File: config.mk
export PLATFORM = sky130hd
export DESIGN_NAME = rx_pol_ctrl
export DESIGN_NICKNAME = d
export VERILOG_FILES = /design/src/rtl/rx_pol_pkg.sv /design/src/rtl/rx_pol_decide.sv /design/src/rtl/rx_pol_xor.sv /design/src/rtl/rx_pol_ctrl.sv
export SDC_FILE = /design/constraint.sdc
export NUM_CORES = 1
export LEC_CHECK = 0
export BUFFER_PORTS_ARGS = -buffer_cell sky130_fd_sc_hd__buf_2
export CAP_MARGIN = 20
export CELL_PAD_IN_SITES_DETAIL_PLACEMENT = 1
export CELL_PAD_IN_SITES_GLOBAL_PLACEMENT = 1
export CORE_AREA = 5 5 42 44
export CTS_CLUSTER_DIAMETER = 150
export DETAILED_ROUTE_END_ITERATION = 7
export DIE_AREA = 0 0 47 49
export PLACE_DENSITY_LB_ADDON = 0.1
export SYNTH_ARGS = -nofsm -noshare
export SYNTH_HDL_FRONTEND = slang
export SYNTH_SLANG_ARGS = --single-unit
File: constraint.sdc
create_clock -name clk -period 1.6 [get_ports clk]
set_input_delay 0.24 -clock clk [delete_from_list [all_inputs] [get_ports clk]]
set_output_delay 0.24 -clock clk [all_outputs]
set_load 0.1 [all_outputs]
File: src/rtl/rx_pol_pkg.sv
package rx_pol_pkg;

    // Default number of consecutive agreeing valid packets needed to lock.
    localparam int unsigned DEF_CONFIRM = 2;

    // One delimiter event as seen by the decision logic.
    typedef struct packed {
        logic stb;
        logic valid;
        logic inverted;
    } etd_evt_t;

    // Decision state carried between packets.
    typedef struct packed {
        logic invert;
        logic locked;
    } pol_dec_t;

    // True when the event may update the decision.
    function automatic logic evt_usable(etd_evt_t e, logic locked);
        return e.stb && e.valid && !locked;
    endfunction

endpackage

File: src/rtl/rx_pol_decide.sv
module rx_pol_decide
    import rx_pol_pkg::*;
#(
    parameter int unsigned CONFIRM_CNT = DEF_CONFIRM
) (
    input  logic     clk,
    input  logic     rst,
    input  etd_evt_t evt,
    input  logic     link_fail,
    output pol_dec_t dec
);
    localparam int unsigned CNT_W = $clog2(CONFIRM_CNT + 1);
    localparam logic [CNT_W-1:0] CNT_TOP = CNT_W'(CONFIRM_CNT);
    localparam logic [CNT_W-1:0] CNT_ONE = CNT_W'(1);

    logic [CNT_W-1:0] run_cnt;
    logic [CNT_W-1:0] run_nxt;
    logic             use_evt;
    logic             agrees;

    assign use_evt = evt_usable(evt, dec.locked);
    assign agrees  = (run_cnt != '0) && (evt.inverted == dec.invert);
    assign run_nxt = agrees ? run_cnt + CNT_ONE : CNT_ONE;

    always_ff @(posedge clk) begin
        if (rst) begin
            dec.invert <= 1'b0;
            dec.locked <= 1'b0;
            run_cnt    <= '0;
        end else if (link_fail) begin
            dec.locked <= 1'b0;
            run_cnt    <= '0;
        end else if (use_evt) begin
            dec.invert <= evt.inverted;
            run_cnt    <= run_nxt;
            dec.locked <= (run_nxt == CNT_TOP);
        end
    end


    reset_clear_chk: assert property (@(posedge clk)
        rst |=> (!dec.invert && !dec.locked && run_cnt == '0));


    first_sets_chk: assert property (@(posedge clk) disable iff (rst)
        (run_cnt == '0 && evt.stb && evt.valid && !link_fail)
        |=> (dec.invert == $past(evt.inverted)));


    invalid_ignored_chk: assert property (@(posedge clk) disable iff (rst)
        (!(evt.stb && evt.valid) && !link_fail)
        |=> ($stable(dec.invert) && $stable(run_cnt) && $stable(dec.locked)));


    lock_holds_chk: assert property (@(posedge clk) disable iff (rst)
        (dec.locked && !link_fail) |=> (dec.locked && $stable(dec.invert)));


    link_fail_chk: assert property (@(posedge clk) disable iff (rst)
        link_fail |=> (!dec.locked && run_cnt == '0 && $stable(dec.invert)));


    run_bound_chk: assert property (@(posedge clk) disable iff (rst)
        run_cnt <= CNT_TOP);

endmodule

File: src/rtl/rx_pol_xor.sv
module rx_pol_xor #(
    parameter int unsigned DATA_W = 1
) (
    input  logic [DATA_W-1:0] din,
    input  logic              invert,
    output logic [DATA_W-1:0] dout
);
    for (genvar b = 0; b < DATA_W; b++) begin : g_bit
        assign dout[b] = din[b] ^ invert;
    end
endmodule

File: src/rtl/rx_pol_ctrl.sv
module rx_pol_ctrl
    import rx_pol_pkg::*;
#(
    parameter int unsigned CONFIRM_CNT = DEF_CONFIRM,
    parameter int unsigned DATA_W      = 1
) (
    input  logic              clk,
    input  logic              rst,
    input  logic              pkt_stb,
    input  logic              etd_valid,
    input  logic              etd_inverted,
    input  logic              link_fail,
    input  logic [DATA_W-1:0] rx_data_in,
    output logic [DATA_W-1:0] rx_data_out,
    output logic              rx_invert,
    output logic              pol_locked,
    output logic              pol_reversed
);
    etd_evt_t evt;
    pol_dec_t dec;

    assign evt = '{stb: pkt_stb, valid: etd_valid, inverted: etd_inverted};

    rx_pol_decide #(.CONFIRM_CNT(CONFIRM_CNT)) u_decide (
        .clk       (clk),
        .rst       (rst),
        .evt       (evt),
        .link_fail (link_fail),
        .dec       (dec)
    );

    rx_pol_xor #(.DATA_W(DATA_W)) u_xor (
        .din    (rx_data_in),
        .invert (dec.invert),
        .dout   (rx_data_out)
    );

    assign rx_invert    = dec.invert;
    assign pol_locked   = dec.locked;
    assign pol_reversed = dec.invert;


    data_path_chk: assert property (@(posedge clk) disable iff (rst)
        (rx_data_out != rx_data_in) |-> rx_invert);

endmodule

Word level (Yosys, flattened, before mapping)
Cells that the tools add are included.
{ "word_totals": {"memories": 0, "rom_bits": 0, "register_bits": 4, "latch_bits": 0, "mem_bits_rw": 0, "out_inout_bits": 4, "input_bits": 7} }
{ "op_classes": {"multipliers": 0, "n_bitwise": 2, "reduce_logical": 7, "div_mod_pow": 0, "eq_ne": 2, "add_sub_neg": 1, "order_cmp": 0, "shift": 0, "mux": 1} }
{ "ops": {"columns": ["cell", "n"], "rows": [
  ["logical AND 1 bit", 3],
  ["adder 2 x 1 -> 2 bit (second input constant)", 1],
  ["== test 2 bit (second input constant)", 1],
  ["two-way mux 2 bit", 1],
  ["AND reduction 2 bit", 1],
  ["nonzero test 2 bit", 1],
  ["OR reduction 2 bit", 1],
  ["== test 1 bit", 1],
  ["zero test 1 bit", 1],
  ["inverter 1 bit", 1],
  ["bitwise XOR 1 bit", 1]
]} }

Logic depth before layout (Yosys ltp)
Gate-level depths: netlist (run 1).
{ "logic_depth": {"ltp_word": 4, "ltp_mapped": 5, "depth_no_buf": 5} }

Cells and area by module
Synthesis (run 1) repeated with hierarchy kept, for this count alone.
{ "unflattened": {"cells_unflattened": 22, "area_unflattened_um2": 217.7} }
{ "by_module_without_submodules": {"columns": ["module", "instances", "seq_area_each_um2", "cells_per_inst", "area_each_um2"], "rows": [
  ["rx_pol_decide", 1, 80.1, 20, 201.4],
  ["rx_pol_xor", 1, 0.0, 1, 8.8],
  ["rx_pol_ctrl", 1, 0.0, 1, 7.5]
]} }

Worst setup path after synthesis (run 1)
No wires, ideal clock.
{ "synth_path": {"path_type": "register to output", "startpoint": "register, netlist name u_decide.dec[1]", "endpoint": "output port rx_data_out", "n_path_buf": 0, "arrival_ns": 2.506, "path_slack_ns": -1.146, "path_stages_with_launch": 2, "path_cell_list": "dfxtp_1 -> xor2_1"} }
{ "synth_via": {"elab_chain_len": 1} }
{ "synth_lines": {"columns": ["item", "line", "rtl"], "rows": [
  ["bitwise XOR 1 bit", "rx_pol_xor.sv:9", "assign dout[b] = din[b] ^ invert;"],
  ["end, declared", "rx_pol_ctrl.sv:14", "output logic [DATA_W-1:0] rx_data_out,"]
]} }
No other way between the ends.

Worst setup path after layout (run 1)
{ "layout_path": {"startpoint": "register, netlist name u_decide.dec[1]", "endpoint": "output port rx_data_out"} }
{ "layout_via": {"elab_chain_len": 1} }
{ "layout_lines": {"columns": ["item", "line"], "rows": [
  ["bitwise XOR 1 bit", "rx_pol_xor.sv:9"]
]} }
No other way between the ends.

==> results of run 1 <==
## power by group
part | leakage (nW) | total (mW) | internal, mW | switching [mW]
sequential | 0.0334 | 0.105 | 0.102 | 0.00269
combinational | 0.0839 | 0.0617 | 0.0172 | 0.0445
clock | 0.0138 | 0.122 | 0.0837 | 0.0379
total | 0.131 | 0.288 | 0.203 | 0.0851
## layout make-up
class	instances	area (µm²)	share of cell area, %
Clock buffer	3	22.5	6.55
Multi-Input combinational cell	14	161	46.9
Timing Repair Buffer	10	50.0	14.5
Tap cell	16	20.0	5.82
Sequential cell	4	82.6	24.0
Inverter	2	7.51	2.18
## flip-flops by register name, indices dropped and copies added (netlist names)
name              cells
u_decide.run_cnt      2
u_decide.dec          2
## critical path, stage by stage (launching register included)
cell and delay, ns:
dfxtp_2 0.40, xor2_4 0.13, buf_2 0.43
## metrics by stage
step | hold slack [ns] | setup WS, ns | std cells | power, mW | cell area, µm²
after floorplan | 0.304 | -0.00107 | 21 | 0.151 | 259
after global placement | 0.483 | 0.202 | 46 | 0.169 | 322
after detailed placement | 0.483 | 0.155 | 46 | 0.169 | 322
after CTS | 0.234 | 0.139 | 49 | 0.299 | 344
after global routing | 0.232 | 0.0855 | 49 | 0.319 | 344
final | 0.241 | 0.159 | 49 | 0.288 | 344
## path summary, 6_finish.rpt
path,depth (start not counted),endpoint,slack [ns]
worst max-delay path,2,rx_data_out,0.16
worst min-delay path,2,u_decide.run_cnt[0]$_SDFFE_PP0P_,0.24
worst max register to register,5,u_decide.run_cnt[0]$_SDFFE_PP0P_,0.17
worst min register to register,2,u_decide.run_cnt[1]$_SDFFE_PP0P_,0.54
## layer usage
layer  up-vias  track usage (%)  wire length [µm]
met4         0             1.38                 0
met3         0             7.01                66
met2         7             10.6               318
li1        102                -                 -
met5         -                0                 0
met1        98             5.70               181
## cells by family after synthesis
| kind of cell | Yosys count |
|---|---|
| AO/OA/AOI/OAI | 3 |
| XOR/XNOR | 2 |
| buffers and inverters | 3 |
| multiplexers | 1 |
| adder cells (fa/ha/maj) | 1 |
| AND/OR/NAND/NOR | 7 |
| flip-flops | 4 |
## synth_stat cells (all sizes together)
library cell	n
xor2	1
dfxtp	4
nor2	1
xnor2	1
buf	1
ha	1
a32oi	1
a2111oi	1
nor3	2
and4bb	2
inv	2
a41oi	1
mux2i	1
nand3b	1
and3	1
==> results.py, run 1 <==
metrics = {
    "run_status": {
        "outcome": "complete, no violations",
    },
    "synthesis": {
        "yosysWarnings": 0,
        "synth_adder_area_share_pct": 5.26,
        "synth_nets": 29,
        "muxShareOfSynthArea_pct": 4.21,
        "netlist_area_um2": 238,
        "synth_top_cell_by_area": "dfxtp_1",
        "yosys-top-cells-area": "dfxtp_1, a2111oi_4, and4bb_2, ha_1, and3_4",
        "ys_types": 15,
        "synth_xor_area_share_pct": 7.37,
        "syn_inst": 21,
        "seq_area_frac_synth_pct": 33.7,
        "syn_area_per_cell_um2": 11.3,
        "synth_top_family_by_area": "simple AND/OR/NAND/NOR gates",
        "synth_top_area_share_pct": 33.7,
        "yosys.area_share.simple_pct": 24.2,
        "synth_compound_area_share_pct": 18.9,
        "synth_seq_cells": 4,
    },
    "cts": {
        "clk_latency_ns": 0.23,
        "h-tree-depth": 1,
        "cts_hold_buffers": 0,
        "cts_inserted_buffers": 3,
        "cts-root-buf": "clkbuf_4",
        "clkTransAtPathRegs_ns": 0.04,
        "post_cts_buffers": 0,
        "cts_buffer_depth": 2,
        "cts.sinks": 4,
        "cts_tree": "built",
        "postCtsResizedCells": 0,
    },
    "global_routing": {
        "grt_util_all_layers_pct": 6.69,
        "grt_pass1_wl_mm": 1.03,
        "first_global_vias": 233,
        "antenna_found_initial": 0,
        "grt_max_degree": 6,
        "overflow": 0,
    },
    "job": {
        "max-cap-violations": 0,
    },
    "worst_hold_path": {
        "min_from": "rst",
        "hp-class": "primary input to register",
    },
    "timing": {
        "tightestPinTransition_ns": 0.490,
        "relSlewSlack_pct": 67.6,
        "final.setup_skew_ns": 0.000822,
        "finalCriticalPeriod_ns": 1.44,
        "slew_violations": 0,
        "rsz0062_at_grt": "false",
        "tns_ns": 0,
        "period_share_pct": 90.1,
        "fmax_mhz": 694,
        "finalHoldViolCount": 0,
        "setup_viol": 0,
    },
    "route": {
        "postRouteAntennaNets": 0,
        "drc": 0,
        "wire_per_inst_um": 11.6,
        "firstDrtPassIters": 2,
        "wl_um": 566,
        "via_count": 207,
        "drt_iter0_markers": 2,
        "viasPerCell": 4.22,
    },
    "placed_design": {
        "io_buffer_count": 10,
        "gp_congestion": 0.685,
        "hpwlAfterDp_um": 509,
    },
    "layout": {
        "layout_commonest_cell": "buf_2",
        "layout_common_cells": "buf_2, clkbuf_4",
        "finalCoreUtilization_pct": 24.6,
        "drive_gt1_share_pct": 60.6,
        "fin_nets": 43,
        "fillerInstances": 173,
        "syn_to_final_growth_pct": 44.7,
        "diodes": 0,
    },
    "die": {
        "pin_count": 11,
        "die_height_um": 49,
        "std_cell_rows": 14,
        "core_um2": 1400,
        "die_w_um": 47,
        "start_util_pct": 17.0,
        "dieArea_um2": 2300,
    },
    "critical_path": {
        "reg2reg_from": "u_decide.run_cnt[0]$_SDFFE_PP0P_",
        "crit_start": "u_decide.dec[1]$_SDFFE_PP0P_",
        "cp.arrival_ns": 1.20,
        "critical_path_class": "register to primary output",
        "worstPathMaxFanout": 5,
        "critPathRequiredTime_ns": 1.36,
        "endpoint_kind": "primary output",
        "start_kind": "register",
    },
    "power": {
        "cellLeakagePower_nw": 0.131,
        "power.density_nw_per_um2": 838,
        "ir_worst_vdd_mv": 0.459,
    },
}
Note: power is estimated with default switching activity, not from simulation.
==> inputs of run 2 (changes only) <==
- PLACE_DENSITY: unset -> 0.54
- PLACE_DENSITY_LB_ADDON: 0.1 -> unset
- SKIP_CTS_REPAIR_TIMING: unset -> 1
- SYNTH_HIERARCHICAL: unset -> 1
==> run 2 against run 1 <==
- cell count is 2.0% higher
- total power rose by 0.83%
- critical path depth unchanged
- combinational power fell by 3.9%
- design area is 5.8% lower
- largest power group unchanged
- flip-flop and latch count unchanged
- first-iteration DRC count rose to 2.5 times the previous value
- clock power is 3% higher
- utilization shrank 1.4 points
- area after synthesis down 8.4%
- via count is 2.4% higher
- synthesized cell count up 4.8%
- critical endpoint unchanged
==> results.py, run 2 <==
metrics = {
    "cts": {
        "cts.sinks": 4,
        "cts_tree": "built",
        "cts-root-buf": "clkbuf_4",
        "clkTransAtPathRegs_ns": 0.04,
        "cts_buffer_depth": 2,
        "cts_inserted_buffers": 3,
        "clk_latency_ns": 0.24,
        "h-tree-depth": 1,
    },
    "route": {
        "drc": 0,
        "wl_um": 669,
        "viasPerCell": 4.24,
        "wire_per_inst_um": 13.4,
        "postRouteAntennaNets": 0,
        "drt_iter0_markers": 5,
        "via_count": 212,
        "firstDrtPassIters": 4,
    },
    "timing": {
        "slew_violations": 0,
        "period_share_pct": 91.8,
        "tightestPinTransition_ns": 0.488,
        "tns_ns": 0,
        "fmax_mhz": 681,
        "setup_viol": 0,
        "rsz0062_at_grt": "false",
        "finalHoldViolCount": 0,
        "setup_slack_ns": 0.131,
        "finalCriticalPeriod_ns": 1.47,
        "final.setup_skew_ns": 0.00683,
        "relSlewSlack_pct": 67.7,
    },
    "worst_hold_path": {
        "hp-class": "primary input to register",
    },
    "synthesis": {
        "syn_area_per_cell_um2": 9.90,
        "netlist_area_um2": 218,
        "yosys-top-cells-area": "dfxtp_1, xor2_1, and4bb_2, ha_1, a41o_2",
        "synth_edf_count": 0,
        "yosysWarnings": 6,
        "synth_top_area_share_pct": 36.8,
        "synth_top_cell_by_area": "dfxtp_1",
        "synth_seq_cells": 4,
        "ys_types": 16,
        "synthFlopType": "dfxtp_1",
        "synth_nets": 30,
        "syn_inst": 22,
        "synthTopCellsByCount": "dfxtp_1, inv_1, nor2_1, xor2_1",
        "synth_most_common_cell": "dfxtp_1",
        "seq_area_frac_synth_pct": 36.8,
        "async_reset_ff_share_pct": 0,
    },
    "job": {
        "max-cap-violations": 0,
    },
    "die": {
        "core_um2": 1400,
        "dieArea_um2": 2300,
        "std_cell_rows": 14,
        "start_util_pct": 15.5,
        "pin_count": 11,
        "die_height_um": 49,
        "die_w_um": 47,
    },
    "critical_path": {
        "crit_family": "buffers and inverters",
        "worstPathMaxFanout": 5,
        "critPathRequiredTime_ns": 1.36,
        "path_buf_inv": 1,
        "crit_path_max_incr_delay_ns": 0.43,
        "critical_path.cell_chain": "xor2_4 > buf_2",
        "start_kind": "register",
        "endpoint_kind": "primary output",
        "critical_path_class": "register to primary output",
        "cp.arrival_ns": 1.23,
        "critPathSlowestCell": "buf_2",
    },
    "placed_design": {
        "io_buffer_count": 10,
        "placed_area_um2": 302,
        "pre_cts_ws_ns": 0.365,
        "gp_congestion": 0.638,
    },
    "power": {
        "power.density_nw_per_um2": 897,
        "switchingPower_uw": 88.4,
        "cellLeakagePower_nw": 0.147,
        "sw_frac_of_total_pct": 30.4,
        "total_power_uw": 291,
        "ir_worst_vdd_mv": 0.260,
        "pwr-share-comb_pct": 20.4,
        "power_frac_clock_pct": 43.4,
        "p_int_uw": 202,
        "pwr-share-seq_pct": 36.2,
    },
    "layout": {
        "diodes": 0,
        "layout_common_cells": "buf_2, clkbuf_4",
        "largestRegisters": "u_decide/dec (2), u_decide/run_cnt (2)",
        "fin_area_um2": 324,
        "finalCoreUtilization_pct": 23.1,
        "syn_to_final_growth_pct": 48.9,
        "fin_nets": 44,
        "drive_gt1_share_pct": 55.9,
        "layout_commonest_cell": "buf_2",
    },
    "global_routing": {
        "overflow": 0,
        "grt_pass1_wl_mm": 1.06,
        "antenna_found_initial": 0,
        "grt_util_all_layers_pct": 6.98,
        "first_global_vias": 260,
        "grt_max_degree": 6,
    },
    "run_status": {
        "outcome": "complete, no violations",
    },
}
run 2: routing by layer:
layer / GRT usage (%) / part of all wire (%) / up-vias
met4: 5.53 / 1.5 / 0
li1: - / - / 105
met1: 6.18 / 35 / 97
met3: 4.43 / 10 / 2
met2: 10.6 / 53 / 8
met5: 0 / 0 / -
run 2: through the flow:
step / std cells / hold WS, ns
4_1_cts: 50 / 0.197
3_5_place_dp: 47 / 0.454
2_1_floorplan: 22 / 0.305
6_report: 50 / 0.207
3_3_place_gp: 47 / 0.449
5_1_grt: 50 / 0.203
run 2: layout make-up:
type,count,area [µm²]
inverter,2,7.51
clock buffer,3,22.5
timing repair buffer,10,50.0
tap,16,20.0
multi-input combinational,15,141
sequential,4,82.6
fill,178,1080
run 2: logic make-up (layout without fill, tap and decap cells):
kind of cell    count (synthesis)  in the layout  synth area share [%]
buf+inv                         3             15                  6.90
simple gates                    7              7                  23.0
fa+ha+maj                       1              1                  5.75
compound gates                  4              4                  14.9
xor+xnor                        2              2                  8.05
mux                             1              1                  4.60
flops                           4              4                  36.8
run 2: final timing paths:
kind / start / endpoint / slack (ns) / cells past startpoint
worst max-delay path: u_decide/dec[1]$_SDFFE_PP0P_ / rx_data_out / 0.13 / 2
worst min-delay path: rst / u_decide/dec[1]$_SDFFE_PP0P_ / 0.21 / 2
worst max register to register: u_decide/run_cnt[0]$_SDFFE_PP0P_ / u_decide/run_cnt[1]$_SDFFE_PP0P_ / 0.51 / 4
worst min register to register: u_decide/run_cnt[0]$_SDFFE_PP0P_ / u_decide/run_cnt[0]$_SDFFE_PP0P_ / 0.50 / 1
run 2: power by group through the flow:
stage / Clock [mW] / Combinational, mW / Sequential, mW
2_1_floorplan: 0 / 0.0366 / 0.112
3_3_place_gp: 0 / 0.0582 / 0.106
3_5_place_dp: 0 / 0.0601 / 0.107
4_1_cts: 0.134 / 0.0603 / 0.105
5_1_grt: 0.141 / 0.0626 / 0.105
6_report: 0.126 / 0.0593 / 0.105
run 2: worst register-to-register path: cells and delay by family (launching register included):
family / cells / cell delay (ns)
buf+inv: 1 / 0.06
simple gates: 1 / 0.20
compound gates: 1 / 0.22
fa+ha+maj: 1 / 0.19
flops: 1 / 0.36
